`config.mk`:
```
export PLATFORM = sky130hd
export DESIGN_NAME = nand_rd_timing_solver
export DESIGN_NICKNAME = d
export VERILOG_FILES = /design/src/rtl/nrt_pkg.sv /design/src/rtl/nrt_ceil_div.sv /design/src/rtl/nrt_limits.sv /design/src/rtl/nrt_quant.sv /design/src/rtl/nand_rd_timing_solver.sv
export SDC_FILE = /design/constraint.sdc
export NUM_CORES = 1
export LEC_CHECK = 0
export BUFFER_PORTS_ARGS = -buffer_cell sky130_fd_sc_hd__buf_2
export CAP_MARGIN = 20
export CORE_ASPECT_RATIO = 2
export CORE_UTILIZATION = 30
export CTS_CLUSTER_SIZE = 10
export DETAILED_ROUTE_END_ITERATION = 10
export PLACE_DENSITY_LB_ADDON = 0.08
export SLEW_MARGIN = 25
export SYNTH_ARGS = -nofsm -noshare
export SYNTH_HDL_FRONTEND = slang
export SYNTH_SLANG_ARGS = --single-unit
```
`constraint.sdc`:
```
create_clock -name clk -period 12.9 [get_ports clk]
set_input_delay 3.225 -clock clk [delete_from_list [all_inputs] [get_ports clk]]
set_output_delay 3.225 -clock clk [all_outputs]
set_load 0.02 [all_outputs]
```
`src/rtl/nrt_pkg.sv`:
```
package nrt_pkg;

    localparam int PER_W   = 8;
    localparam int TGT_W   = 8;
    localparam int DEV_W   = 8;
    localparam int CHIP_W  = 4;
    localparam int CYC_W   = 8;
    localparam int SDF_W   = 4;
    localparam int ACC_W   = 24;
    localparam int DIV_W   = 16;
    localparam int SHF_W   = 3;

    localparam int CYC_MAX = (1 << CYC_W) - 1;
    localparam int SDF_MAX = (1 << SDF_W) - 1;

    localparam int MIN_PROP_NS    = 5;
    localparam int MAX_PROP_NS    = 9;
    localparam int DLL_PER_MAX_NS = 32;
    localparam int DLL_DLY_MAX_NS = 16;
    localparam int DERATE_TWO_NS  = 5;
    localparam int DERATE_MANY_NS = 10;
    localparam int SHIFT_FULL     = 3;

    typedef enum logic [3:0] {
        S_IDLE,
        S_DIV_GO,
        S_DIV_WAIT,
        S_FB_LOOP,
        S_EYE_INIT,
        S_EYE_OPEN,
        S_CENTER_INIT,
        S_CENTER,
        S_FIT,
        S_FIN
    } solver_state_t;

    typedef enum logic [2:0] {
        T_SETUP,
        T_HOLD,
        T_ADDR,
        T_SDF_FB,
        T_SDF_FIRST,
        T_SDF_REFIT
    } div_tag_t;

    typedef struct packed {
        logic [CYC_W-1:0] setup;
        logic [CYC_W-1:0] hold;
        logic [CYC_W-1:0] addr;
        logic             half;
        logic [SDF_W-1:0] sdf;
    } timing_res_t;

    function automatic logic [CYC_W-1:0] sat_cyc(input logic [DIV_W-1:0] q,
                                                 input logic floor_one);
        if (q > DIV_W'(CYC_MAX)) return CYC_W'(CYC_MAX);
        if (floor_one && q == '0) return CYC_W'(1);
        return q[CYC_W-1:0];
    endfunction

    function automatic logic [SDF_W-1:0] sat_sdf(input logic [DIV_W-1:0] q);
        if (q > DIV_W'(SDF_MAX)) return SDF_W'(SDF_MAX);
        return q[SDF_W-1:0];
    endfunction

    function automatic logic signed [ACC_W-1:0] clamp0(input logic signed [ACC_W-1:0] v);
        return (v < 0) ? '0 : v;
    endfunction

endpackage

```
`src/rtl/nrt_ceil_div.sv`:
```
module nrt_ceil_div
    import nrt_pkg::*;
#(
    parameter int NUM_W = DIV_W,
    parameter int DEN_W = PER_W
) (
    input  logic             clk,
    input  logic             rst,
    input  logic             go,
    input  logic [NUM_W-1:0] num,
    input  logic [DEN_W-1:0] den,
    output logic             done,
    output logic [NUM_W-1:0] quo
);
    localparam int REM_W = DEN_W + 1;
    localparam int CNT_W = $clog2(NUM_W + 1);

    logic [NUM_W-1:0] work_q;
    logic [REM_W-1:0] rem_q;
    logic [DEN_W-1:0] den_q;
    logic [CNT_W-1:0] cnt_q;
    logic             busy_q;
    logic             done_q;

    logic [REM_W-1:0] rem_sh;
    logic             fits;
    logic [REM_W-1:0] rem_nx;

    always_comb begin
        rem_sh = {rem_q[REM_W-2:0], work_q[NUM_W-1]};
        fits   = rem_sh >= {1'b0, den_q};
        rem_nx = fits ? (rem_sh - {1'b0, den_q}) : rem_sh;
    end

    always_ff @(posedge clk) begin
        if (rst) begin
            work_q <= '0;
            rem_q  <= '0;
            den_q  <= '0;
            cnt_q  <= '0;
            busy_q <= 1'b0;
            done_q <= 1'b0;
        end else begin
            done_q <= 1'b0;
            if (go && !busy_q) begin
                // biasing by den-1 turns the floor quotient into a ceiling
                work_q <= num + {{(NUM_W-DEN_W){1'b0}}, den} - NUM_W'(1);
                rem_q  <= '0;
                den_q  <= den;
                cnt_q  <= CNT_W'(NUM_W);
                busy_q <= 1'b1;
            end else if (busy_q) begin
                work_q <= {work_q[NUM_W-2:0], fits};
                rem_q  <= rem_nx;
                cnt_q  <= cnt_q - CNT_W'(1);
                if (cnt_q == CNT_W'(1)) begin
                    busy_q <= 1'b0;
                    done_q <= 1'b1;
                end
            end
        end
    end

    assign done = done_q;
    assign quo  = work_q;

    // the solver must never relaunch the shared divider mid-operation
    p_div_go_idle_r1: assert property (@(posedge clk) disable iff (rst)
        go |-> !busy_q);

    // completion is a single-cycle strobe
    p_div_done_pulse_r1: assert property (@(posedge clk) disable iff (rst)
        done_q |=> !done_q);

endmodule

```
`src/rtl/nrt_limits.sv`:
```
module nrt_limits
    import nrt_pkg::*;
(
    input  logic [PER_W-1:0]  period,
    input  logic [CHIP_W-1:0] chips,
    input  logic [TGT_W-1:0]  setup_t,
    input  logic [TGT_W-1:0]  hold_t,
    input  logic [TGT_W-1:0]  addr_t,
    input  logic [DEV_W-1:0]  rea,
    input  logic [DEV_W-1:0]  rloh,
    input  logic [DEV_W-1:0]  rhoh,
    output logic [TGT_W:0]    setup_d,
    output logic [TGT_W:0]    hold_d,
    output logic [TGT_W:0]    addr_d,
    output logic              half,
    output logic [SHF_W-1:0]  shift,
    output logic [PER_W-1:0]  max_dly,
    output logic              full_path
);
    localparam int PROD_W = PER_W + SDF_W;

    logic [TGT_W:0]    derate;
    logic [PROD_W-1:0] span;
    logic [PROD_W-1:0] span_sh;

    always_comb begin
        if (chips > CHIP_W'(2))      derate = (TGT_W+1)'(DERATE_MANY_NS);
        else if (chips > CHIP_W'(1)) derate = (TGT_W+1)'(DERATE_TWO_NS);
        else                         derate = '0;

        setup_d = {1'b0, setup_t} + derate;
        hold_d  = {1'b0, hold_t}  + derate;
        addr_d  = {1'b0, addr_t}  + derate;

        half  = period > PER_W'(DLL_PER_MAX_NS / 2);
        shift = half ? SHF_W'(SHIFT_FULL + 1) : SHF_W'(SHIFT_FULL);

        span    = PROD_W'(SDF_MAX) * {{SDF_W{1'b0}}, period};
        span_sh = span >> shift;
        if (period > PER_W'(DLL_PER_MAX_NS))
            max_dly = '0;
        else if (span_sh > PROD_W'(DLL_DLY_MAX_NS))
            max_dly = PER_W'(DLL_DLY_MAX_NS);
        else
            max_dly = span_sh[PER_W-1:0];

        full_path = !rea[DEV_W-1] && !rloh[DEV_W-1] && !rhoh[DEV_W-1];
    end

endmodule

```
`src/rtl/nrt_quant.sv`:
```
module nrt_quant
    import nrt_pkg::*;
(
    input  logic [SDF_W-1:0]        sdf,
    input  logic [PER_W-1:0]        period,
    input  logic [SHF_W-1:0]        shift,
    input  logic signed [ACC_W-1:0] ideal,
    input  logic signed [ACC_W-1:0] eye,
    output logic                    late,
    output logic                    outside
);
    localparam int PROD_W = PER_W + SDF_W;

    logic [PROD_W-1:0]        prod;
    logic signed [ACC_W-1:0]  qdly;
    logic signed [ACC_W-1:0]  diff;
    logic signed [ACC_W-1:0]  err;
    logic signed [ACC_W-1:0]  half_eye;

    always_comb begin
        prod     = {{PER_W{1'b0}}, sdf} * {{SDF_W{1'b0}}, period};
        qdly     = {{(ACC_W-PROD_W){1'b0}}, prod >> shift};
        diff     = qdly - ideal;
        err      = (diff < 0) ? -diff : diff;
        half_eye = eye >>> 1;
        late     = diff > 0;
        outside  = err > half_eye;
    end

endmodule

```
`src/rtl/nand_rd_timing_solver.sv`:
```
module nand_rd_timing_solver
    import nrt_pkg::*;
(
    input  logic              clk,
    input  logic              rst,
    input  logic              start,
    input  logic [7:0]        period_ns,
    input  logic [3:0]        chip_count,
    input  logic [7:0]        setup_tgt_ns,
    input  logic [7:0]        hold_tgt_ns,
    input  logic [7:0]        addr_tgt_ns,
    input  logic [7:0]        t_rea_ns,
    input  logic [7:0]        t_rloh_ns,
    input  logic [7:0]        t_rhoh_ns,
    input  logic [7:0]        legacy_delay_ns,
    output logic              done,
    output logic [7:0]        setup_cyc,
    output logic [7:0]        hold_cyc,
    output logic [7:0]        addr_cyc,
    output logic              half_period,
    output logic [3:0]        sample_factor
);
    localparam logic signed [ACC_W-1:0] MINP_S = ACC_W'(MIN_PROP_NS);
    localparam logic signed [ACC_W-1:0] MAXP_S = ACC_W'(MAX_PROP_NS);

    solver_state_t st_q;
    div_tag_t      tag_q;

    logic [PER_W-1:0]  per_q;
    logic [CHIP_W-1:0] chips_q;
    logic [TGT_W-1:0]  set_t_q, hold_t_q, addr_t_q, leg_q;
    logic [DEV_W-1:0]  rea_q, rloh_q, rhoh_q;

    logic [CYC_W-1:0]        setup_c, hold_c, addr_c;
    logic [SDF_W-1:0]        sdf_c;
    logic signed [ACC_W-1:0] ideal_q, sns_q, eye_q;

    timing_res_t res_q;
    logic        done_q;

    // derived limits
    logic [TGT_W:0]   setup_d, hold_d, addr_d;
    logic             half_w, full_path;
    logic [SHF_W-1:0] shift_w;
    logic [PER_W-1:0] max_dly;

    nrt_limits u_limits (
        .period    (per_q),
        .chips     (chips_q),
        .setup_t   (set_t_q),
        .hold_t    (hold_t_q),
        .addr_t    (addr_t_q),
        .rea       (rea_q),
        .rloh      (rloh_q),
        .rhoh      (rhoh_q),
        .setup_d   (setup_d),
        .hold_d    (hold_d),
        .addr_d    (addr_d),
        .half      (half_w),
        .shift     (shift_w),
        .max_dly   (max_dly),
        .full_path (full_path)
    );

    logic late_w, outside_w;

    nrt_quant u_quant (
        .sdf     (sdf_c),
        .period  (per_q),
        .shift   (shift_w),
        .ideal   (ideal_q),
        .eye     (eye_q),
        .late    (late_w),
        .outside (outside_w)
    );

    // shared divider
    logic             div_go, div_done;
    logic [DIV_W-1:0] div_num, div_quo;
    logic [ACC_W-1:0] ideal_sh;

    always_comb begin
        ideal_sh = ideal_q << shift_w;
        unique case (tag_q)
            T_SETUP: div_num = {{(DIV_W-TGT_W-1){1'b0}}, setup_d};
            T_HOLD:  div_num = {{(DIV_W-TGT_W-1){1'b0}}, hold_d};
            T_ADDR:  div_num = {{(DIV_W-TGT_W-1){1'b0}}, addr_d};
            default: div_num = ideal_sh[DIV_W-1:0];
        endcase
        div_go = (st_q == S_DIV_GO);
    end

    nrt_ceil_div #(.NUM_W(DIV_W), .DEN_W(PER_W)) u_div (
        .clk  (clk),
        .rst  (rst),
        .go   (div_go),
        .num  (div_num),
        .den  (per_q),
        .done (div_done),
        .quo  (div_quo)
    );

    // signed views of the working operands
    logic signed [ACC_W-1:0]   per_s, half_per_s, max_s, rea_s, rhoh_s, leg_s;
    logic [PER_W+CYC_W-1:0]    sns_prod;
    logic signed [ACC_W-1:0]   sns_init, eye_init, center_raw;
    logic                      can_grow;

    always_comb begin
        per_s      = {{(ACC_W-PER_W){1'b0}}, per_q};
        half_per_s = per_s >>> 1;
        max_s      = {{(ACC_W-PER_W){1'b0}}, max_dly};
        rea_s      = {{(ACC_W-DEV_W){rea_q[DEV_W-1]}}, rea_q};
        rhoh_s     = {{(ACC_W-DEV_W){rhoh_q[DEV_W-1]}}, rhoh_q};
        leg_s      = {{(ACC_W-TGT_W){1'b0}}, leg_q};
        sns_prod   = {{CYC_W{1'b0}}, per_q} * {{PER_W{1'b0}}, setup_c};
        sns_init   = {{(ACC_W-PER_W-CYC_W){1'b0}}, sns_prod};
        eye_init   = MINP_S + rhoh_s + sns_init - MAXP_S - rea_s;
        center_raw = (MAXP_S + rea_s + MINP_S + rhoh_s - sns_q) >>> 1;
        can_grow   = setup_c < CYC_W'(CYC_MAX);
    end

    always_ff @(posedge clk) begin
        if (rst) begin
            st_q     <= S_IDLE;
            tag_q    <= T_SETUP;
            per_q    <= '0;
            chips_q  <= '0;
            set_t_q  <= '0;
            hold_t_q <= '0;
            addr_t_q <= '0;
            leg_q    <= '0;
            rea_q    <= '0;
            rloh_q   <= '0;
            rhoh_q   <= '0;
            setup_c  <= '0;
            hold_c   <= '0;
            addr_c   <= '0;
            sdf_c    <= '0;
            ideal_q  <= '0;
            sns_q    <= '0;
            eye_q    <= '0;
            res_q    <= '0;
            done_q   <= 1'b0;
        end else begin
            done_q <= 1'b0;
            unique case (st_q)
                S_IDLE: begin
                    if (start) begin
                        per_q    <= period_ns;
                        chips_q  <= chip_count;
                        set_t_q  <= setup_tgt_ns;
                        hold_t_q <= hold_tgt_ns;
                        addr_t_q <= addr_tgt_ns;
                        leg_q    <= legacy_delay_ns;
                        rea_q    <= t_rea_ns;
                        rloh_q   <= t_rloh_ns;
                        rhoh_q   <= t_rhoh_ns;
                        tag_q    <= T_SETUP;
                        st_q     <= S_DIV_GO;
                    end
                end
                S_DIV_GO: st_q <= S_DIV_WAIT;
                S_DIV_WAIT: begin
                    if (div_done) begin
                        unique case (tag_q)
                            T_SETUP: begin
                                setup_c <= sat_cyc(div_quo, 1'b1);
                                tag_q   <= T_HOLD;
                                st_q    <= S_DIV_GO;
                            end
                            T_HOLD: begin
                                hold_c <= sat_cyc(div_quo, 1'b1);
                                tag_q  <= T_ADDR;
                                st_q   <= S_DIV_GO;
                            end
                            T_ADDR: begin
                                addr_c <= sat_cyc(div_quo, 1'b0);
                                if (full_path) begin
                                    st_q <= S_EYE_INIT;
                                end else begin
                                    ideal_q <= leg_s;
                                    st_q    <= S_FB_LOOP;
                                end
                            end
                            T_SDF_FB: begin
                                sdf_c <= sat_sdf(div_quo);
                                st_q  <= S_FIN;
                            end
                            default: begin
                                sdf_c <= sat_sdf(div_quo);
                                st_q  <= S_FIT;
                            end
                        endcase
                    end
                end
                S_FB_LOOP: begin
                    if (ideal_q > max_s && can_grow) begin
                        setup_c <= setup_c + CYC_W'(1);
                        ideal_q <= clamp0(ideal_q - per_s);
                    end else begin
                        tag_q <= T_SDF_FB;
                        st_q  <= S_DIV_GO;
                    end
                end
                S_EYE_INIT: begin
                    sns_q <= sns_init;
                    eye_q <= eye_init;
                    st_q  <= S_EYE_OPEN;
                end
                S_EYE_OPEN: begin
                    if (eye_q <= 0 && can_grow) begin
                        setup_c <= setup_c + CYC_W'(1);
                        sns_q   <= sns_q + per_s;
                        eye_q   <= eye_q + per_s;
                    end else begin
                        st_q <= S_CENTER_INIT;
                    end
                end
                S_CENTER_INIT: begin
                    ideal_q <= clamp0(center_raw);
                    st_q    <= S_CENTER;
                end
                S_CENTER: begin
                    if (ideal_q > max_s && can_grow) begin
                        setup_c <= setup_c + CYC_W'(1);
                        sns_q   <= sns_q + per_s;
                        eye_q   <= eye_q + per_s;
                        ideal_q <= clamp0(ideal_q - half_per_s);
                    end else begin
                        tag_q <= T_SDF_FIRST;
                        st_q  <= S_DIV_GO;
                    end
                end
                S_FIT: begin
                    if (outside_w && can_grow) begin
                        if (late_w) begin
                            if (sdf_c != '0) sdf_c <= sdf_c - SDF_W'(1);
                        end else begin
                            setup_c <= setup_c + CYC_W'(1);
                            sns_q   <= sns_q + per_s;
                            eye_q   <= eye_q + per_s;
                            ideal_q <= clamp0(ideal_q - half_per_s - per_s);
                            tag_q   <= T_SDF_REFIT;
                            st_q    <= S_DIV_GO;
                        end
                    end else begin
                        st_q <= S_FIN;
                    end
                end
                S_FIN: begin
                    res_q.setup <= setup_c;
                    res_q.hold  <= hold_c;
                    res_q.addr  <= addr_c;
                    res_q.half  <= half_w;
                    res_q.sdf   <= sdf_c;
                    done_q      <= 1'b1;
                    st_q        <= S_IDLE;
                end
                default: st_q <= S_IDLE;
            endcase
        end
    end

    assign done          = done_q;
    assign setup_cyc     = res_q.setup;
    assign hold_cyc      = res_q.hold;
    assign addr_cyc      = res_q.addr;
    assign half_period   = res_q.half;
    assign sample_factor = res_q.sdf;

    // result strobe lasts one cycle
    p_done_pulse_r8: assert property (@(posedge clk) disable iff (rst)
        done_q |=> !done_q);

    // published settings only move together with the strobe
    p_out_hold_r8: assert property (@(posedge clk) disable iff (rst)
        !$stable(res_q) |-> done_q);

    // captured job parameters stay frozen while a job runs
    p_inputs_frozen_r9: assert property (@(posedge clk) disable iff (rst)
        (st_q != S_IDLE) |=> ($stable(per_q) && $stable(rea_q) && $stable(leg_q)));

    // published setup lies inside its legal range
    p_setup_range_r10: assert property (@(posedge clk) disable iff (rst)
        done_q |-> (res_q.setup >= CYC_W'(1)));

    // published half-period flag agrees with the captured period
    p_half_flag_r3: assert property (@(posedge clk) disable iff (rst)
        done_q |-> (res_q.half == (per_q > PER_W'(DLL_PER_MAX_NS / 2))));

    // setup only ever grows while the full-path loops run
    p_setup_monotone_r6: assert property (@(posedge clk) disable iff (rst)
        (st_q == S_EYE_OPEN || st_q == S_CENTER || st_q == S_FIT)
        |=> (setup_c >= $past(setup_c)));

endmodule

```
==> results.sh <==
export IMPL_status="complete, no violations"
export IMPL_drt_initial_drc_count=1079
export IMPL_vias=24100
export IMPL_drive_gt1_frac=0.0732
export IMPL_synth_area_um2=24600
export IMPL_pwr_share_seq=0.132
export IMPL_syn2layout_area_growth_pct=10.4
export IMPL_synth_adder_area_share=0.225
export IMPL_finalClockSkew_ns=0.0250
export IMPL_swShare=0.549
export IMPL_endpoint_kind="flip-flop"
export IMPL_async_flop_share=0
export IMPL_wl_um=98800
export IMPL_irDropWorstVdd_mv=0.217
export IMPL_grt_max_degree=82
export IMPL_timing_final_crit_period_ns=10.99
export IMPL_arrival_ns=11.49
export IMPL_maxSlewHeadroom=0.268
export IMPL_synth_edf_count=0
export IMPL_period_share=0.852
export IMPL_critical_path_top_delay_family="compound AO/OA/AOI/OAI gates"
export IMPL_ctsHtreeMaxLevel=1
export IMPL_clockPowerShare=0.110
export IMPL_drc=0
export IMPL_fmax_mhz=91.0
export IMPL_fin_ws_ns=1.91
export IMPL_yosys_cell_types_count=84
export IMPL_grt_antenna_before_repair=0
export IMPL_dieArea_um2=83400
export IMPL_grt_overflow=0
export IMPL_yosysTopAreaCellShare=0.192
export IMPL_synth_avg_cell_area_um2=7.51
export IMPL_fillers=8665
export IMPL_first_global_vias=24300
export IMPL_synth_area_leaders="dfxtp_1, ha_1, fa_1, nand2_1, a21oi_1"
export IMPL_worstMarginPinSlew_ns=1.10
export IMPL_synth_cells=3282
export IMPL_fin_tns_setup_ns=0
export IMPL_clock_sinks=236
export IMPL_cts_tree="yes"
export IMPL_grtUsageTotal=0.235
export IMPL_fin_nets=3758
export IMPL_rows=148
export IMPL_die_h_um=407
export IMPL_wire_per_inst_um=22.6
export IMPL_synth_warnings=0
export IMPL_final_area_um2=27200
export IMPL_p_leak_nw=11.6
export IMPL_synth_xor_area_frac=0.0533
export IMPL_hpwl_um=77500
export IMPL_grt_pass1_wl_um=148000
export IMPL_synth_compound_area_frac=0.233
export IMPL_hp_class="flip-flop to flip-flop"
export IMPL_routed_via_density=5.51
export IMPL_fin_cells=4369
export IMPL_ant_nets=0
export IMPL_worst_path_most_repeated_cell="a21oi_1"
export IMPL_startpoint_type="flip-flop"
export IMPL_initial_core_util=0.303
export IMPL_dp_slack_ns=2.04
export IMPL_hold_viol=0
export IMPL_synth_area_mux_share=0.0110
export IMPL_combPwrFrac=0.758
export IMPL_holdBufCountCts=0
export IMPL_cts_made_buffers=30
export IMPL_total_power_mw=7.71
export IMPL_worstPathMaxFanout=26
export IMPL_die_w_um=205
export IMPL_path_class="flip-flop to flip-flop"
export IMPL_gp_congestion=0.894
export IMPL_setup_viol=0
export IMPL_synth_top_family_by_area="compound AO/OA/AOI/OAI gates"
export IMPL_dr_pass1_iters=8
export IMPL_multi_input_area_um2=18300
export IMPL_antennaDiodeCount=0
export IMPL_finish_utilization=0.335
export IMPL_port_buffers=93
export IMPL_fp_coreArea_um2=81300
export IMPL_rsz0062_at_grt="no"
export IMPL_synth_seq_cells=236
export IMPL_cpMaxStageDelayCell="dfxtp_1"
export IMPL_maxCapViolCount=0
export IMPL_switching_power_mw=4.23
export IMPL_clk_pin_slew_worst_paths_ns=0.06
export IMPL_drv_slew=0
export IMPL_ys_flop_type="dfxtp_1"
export IMPL_p_int_mw=3.47
export IMPL_placed_area_um2=26300
export IMPL_slowest_delay_ns=0.63
export IMPL_clock_latency_ns=0.62
export IMPL_cts_setup_buffers=0
export IMPL_hold_slack_ns=0.452
export IMPL_cts_root_buf="clkbuf_16"
export IMPL_dp_cells=4323
export IMPL_cts_resized=0
export IMPL_critPathBufInv=2
export IMPL_io_pins=101
export IMPL_yosysSeqAreaShare=0.192
export IMPL_synth_simple_area_share=0.215
export IMPL_seq_area_um2=4720
export IMPL_clock_path_buffers=3
export IMPL_worst_ep_required_time_ns=13.40
export IMPL_powerDensity_nw_per_um2=283
export IMPL_synth_top_area_cell="dfxtp_1"
registers in the layout, summed over array words and instances, names as in the netlist, 16 cells and up:
| signal | cells |
|---|---|
| sns_q | 24 |
| eye_q | 24 |
| ideal_q | 23 |
| u_div.quo | 16 |
final cells by class:
cell class              instances  share of cell area
multi-input cells            2595               0.671
flip-flops and latches        236               0.174
well taps                    1050              0.0483
inverters                     296              0.0408
repair buffers                146              0.0320
clock buffers                  41              0.0317
clock inverters                 5             0.00239
worst paths after layout:
kind | cells after the start | start | slack [ns] | to
setup / recovery | 37 | sdf_c[2] | 1.91 | eye_q[23]
hold / removal | 2 | addr_cyc[0] | 0.45 | addr_cyc[0]
setup reg to reg | 37 | sdf_c[2] | 1.91 | eye_q[23]
hold reg to reg | 2 | addr_cyc[0] | 0.45 | addr_cyc[0]
cell usage after synthesis (all sizes together), types with 42 or more instances:
library cell / number
nand2: 435
nor3: 113
dfxtp: 236
a21o: 42
xnor2: 97
a21oi: 322
nand3: 80
xor2: 53
ha: 280
and2: 53
fa: 102
o21ai: 144
clkbuf: 147
nor2: 233
a211oi: 71
inv: 294
placed cells by master, fill, tap and decap left out, types with 30 or more instances in the layout:
master	count
o21ai_0	137
a21o_1	42
nor2_1	231
a21oi_1	320
dfxtp_1	236
buf_4	53
nand3_1	78
clkbuf_16	30
nand2b_1	32
and2_1	52
a211oi_1	70
nor3_1	110
xor2_1	53
fa_1	102
ha_1	280
nand2_1	435
inv_1	294
xnor2_1	97
buf_2	92
nor2b_1	33
o31ai_1	33
power by group through the flow:
| stage | registers (mW) | logic (mW) | clock network [mW] |
|---|---|---|---|
| 3_5_place_dp | 1.03 | 5.81 | 0 |
| 5_1_grt | 1.03 | 6.42 | 0.900 |
| 4_1_cts | 1.01 | 5.85 | 0.878 |
| 3_3_place_gp | 1.03 | 5.73 | 0 |
| 6_report | 1.02 | 5.84 | 0.849 |
| 2_1_floorplan | 0.926 | 4.11 | 0 |
cells by family after synthesis:
kind of cell             after synthesis
AO/OA/AOI/OAI                        895
flip-flops                           236
other                                  2
buffers and inverters                455
AND/OR/NAND/NOR                     1135
multiplexers                          27
XOR/XNOR                             150
adder cells (fa/ha/maj)              382
per-layer routing:
layer  GRT usage  part of all wire  vias up
met5           0                 0        -
met4       0.150             0.072        0
met3      0.0208             0.031      250
met2       0.456              0.55      649
met1       0.233              0.35    11600
li1            -                 -    11600
tightest hold or removal path, cell delays in order, from the launching register on:
cell     delay, ns
dfxtp_1       0.30
nand2_1       0.05
a21oi_1       0.05
(Power assumes the default switching activity.)
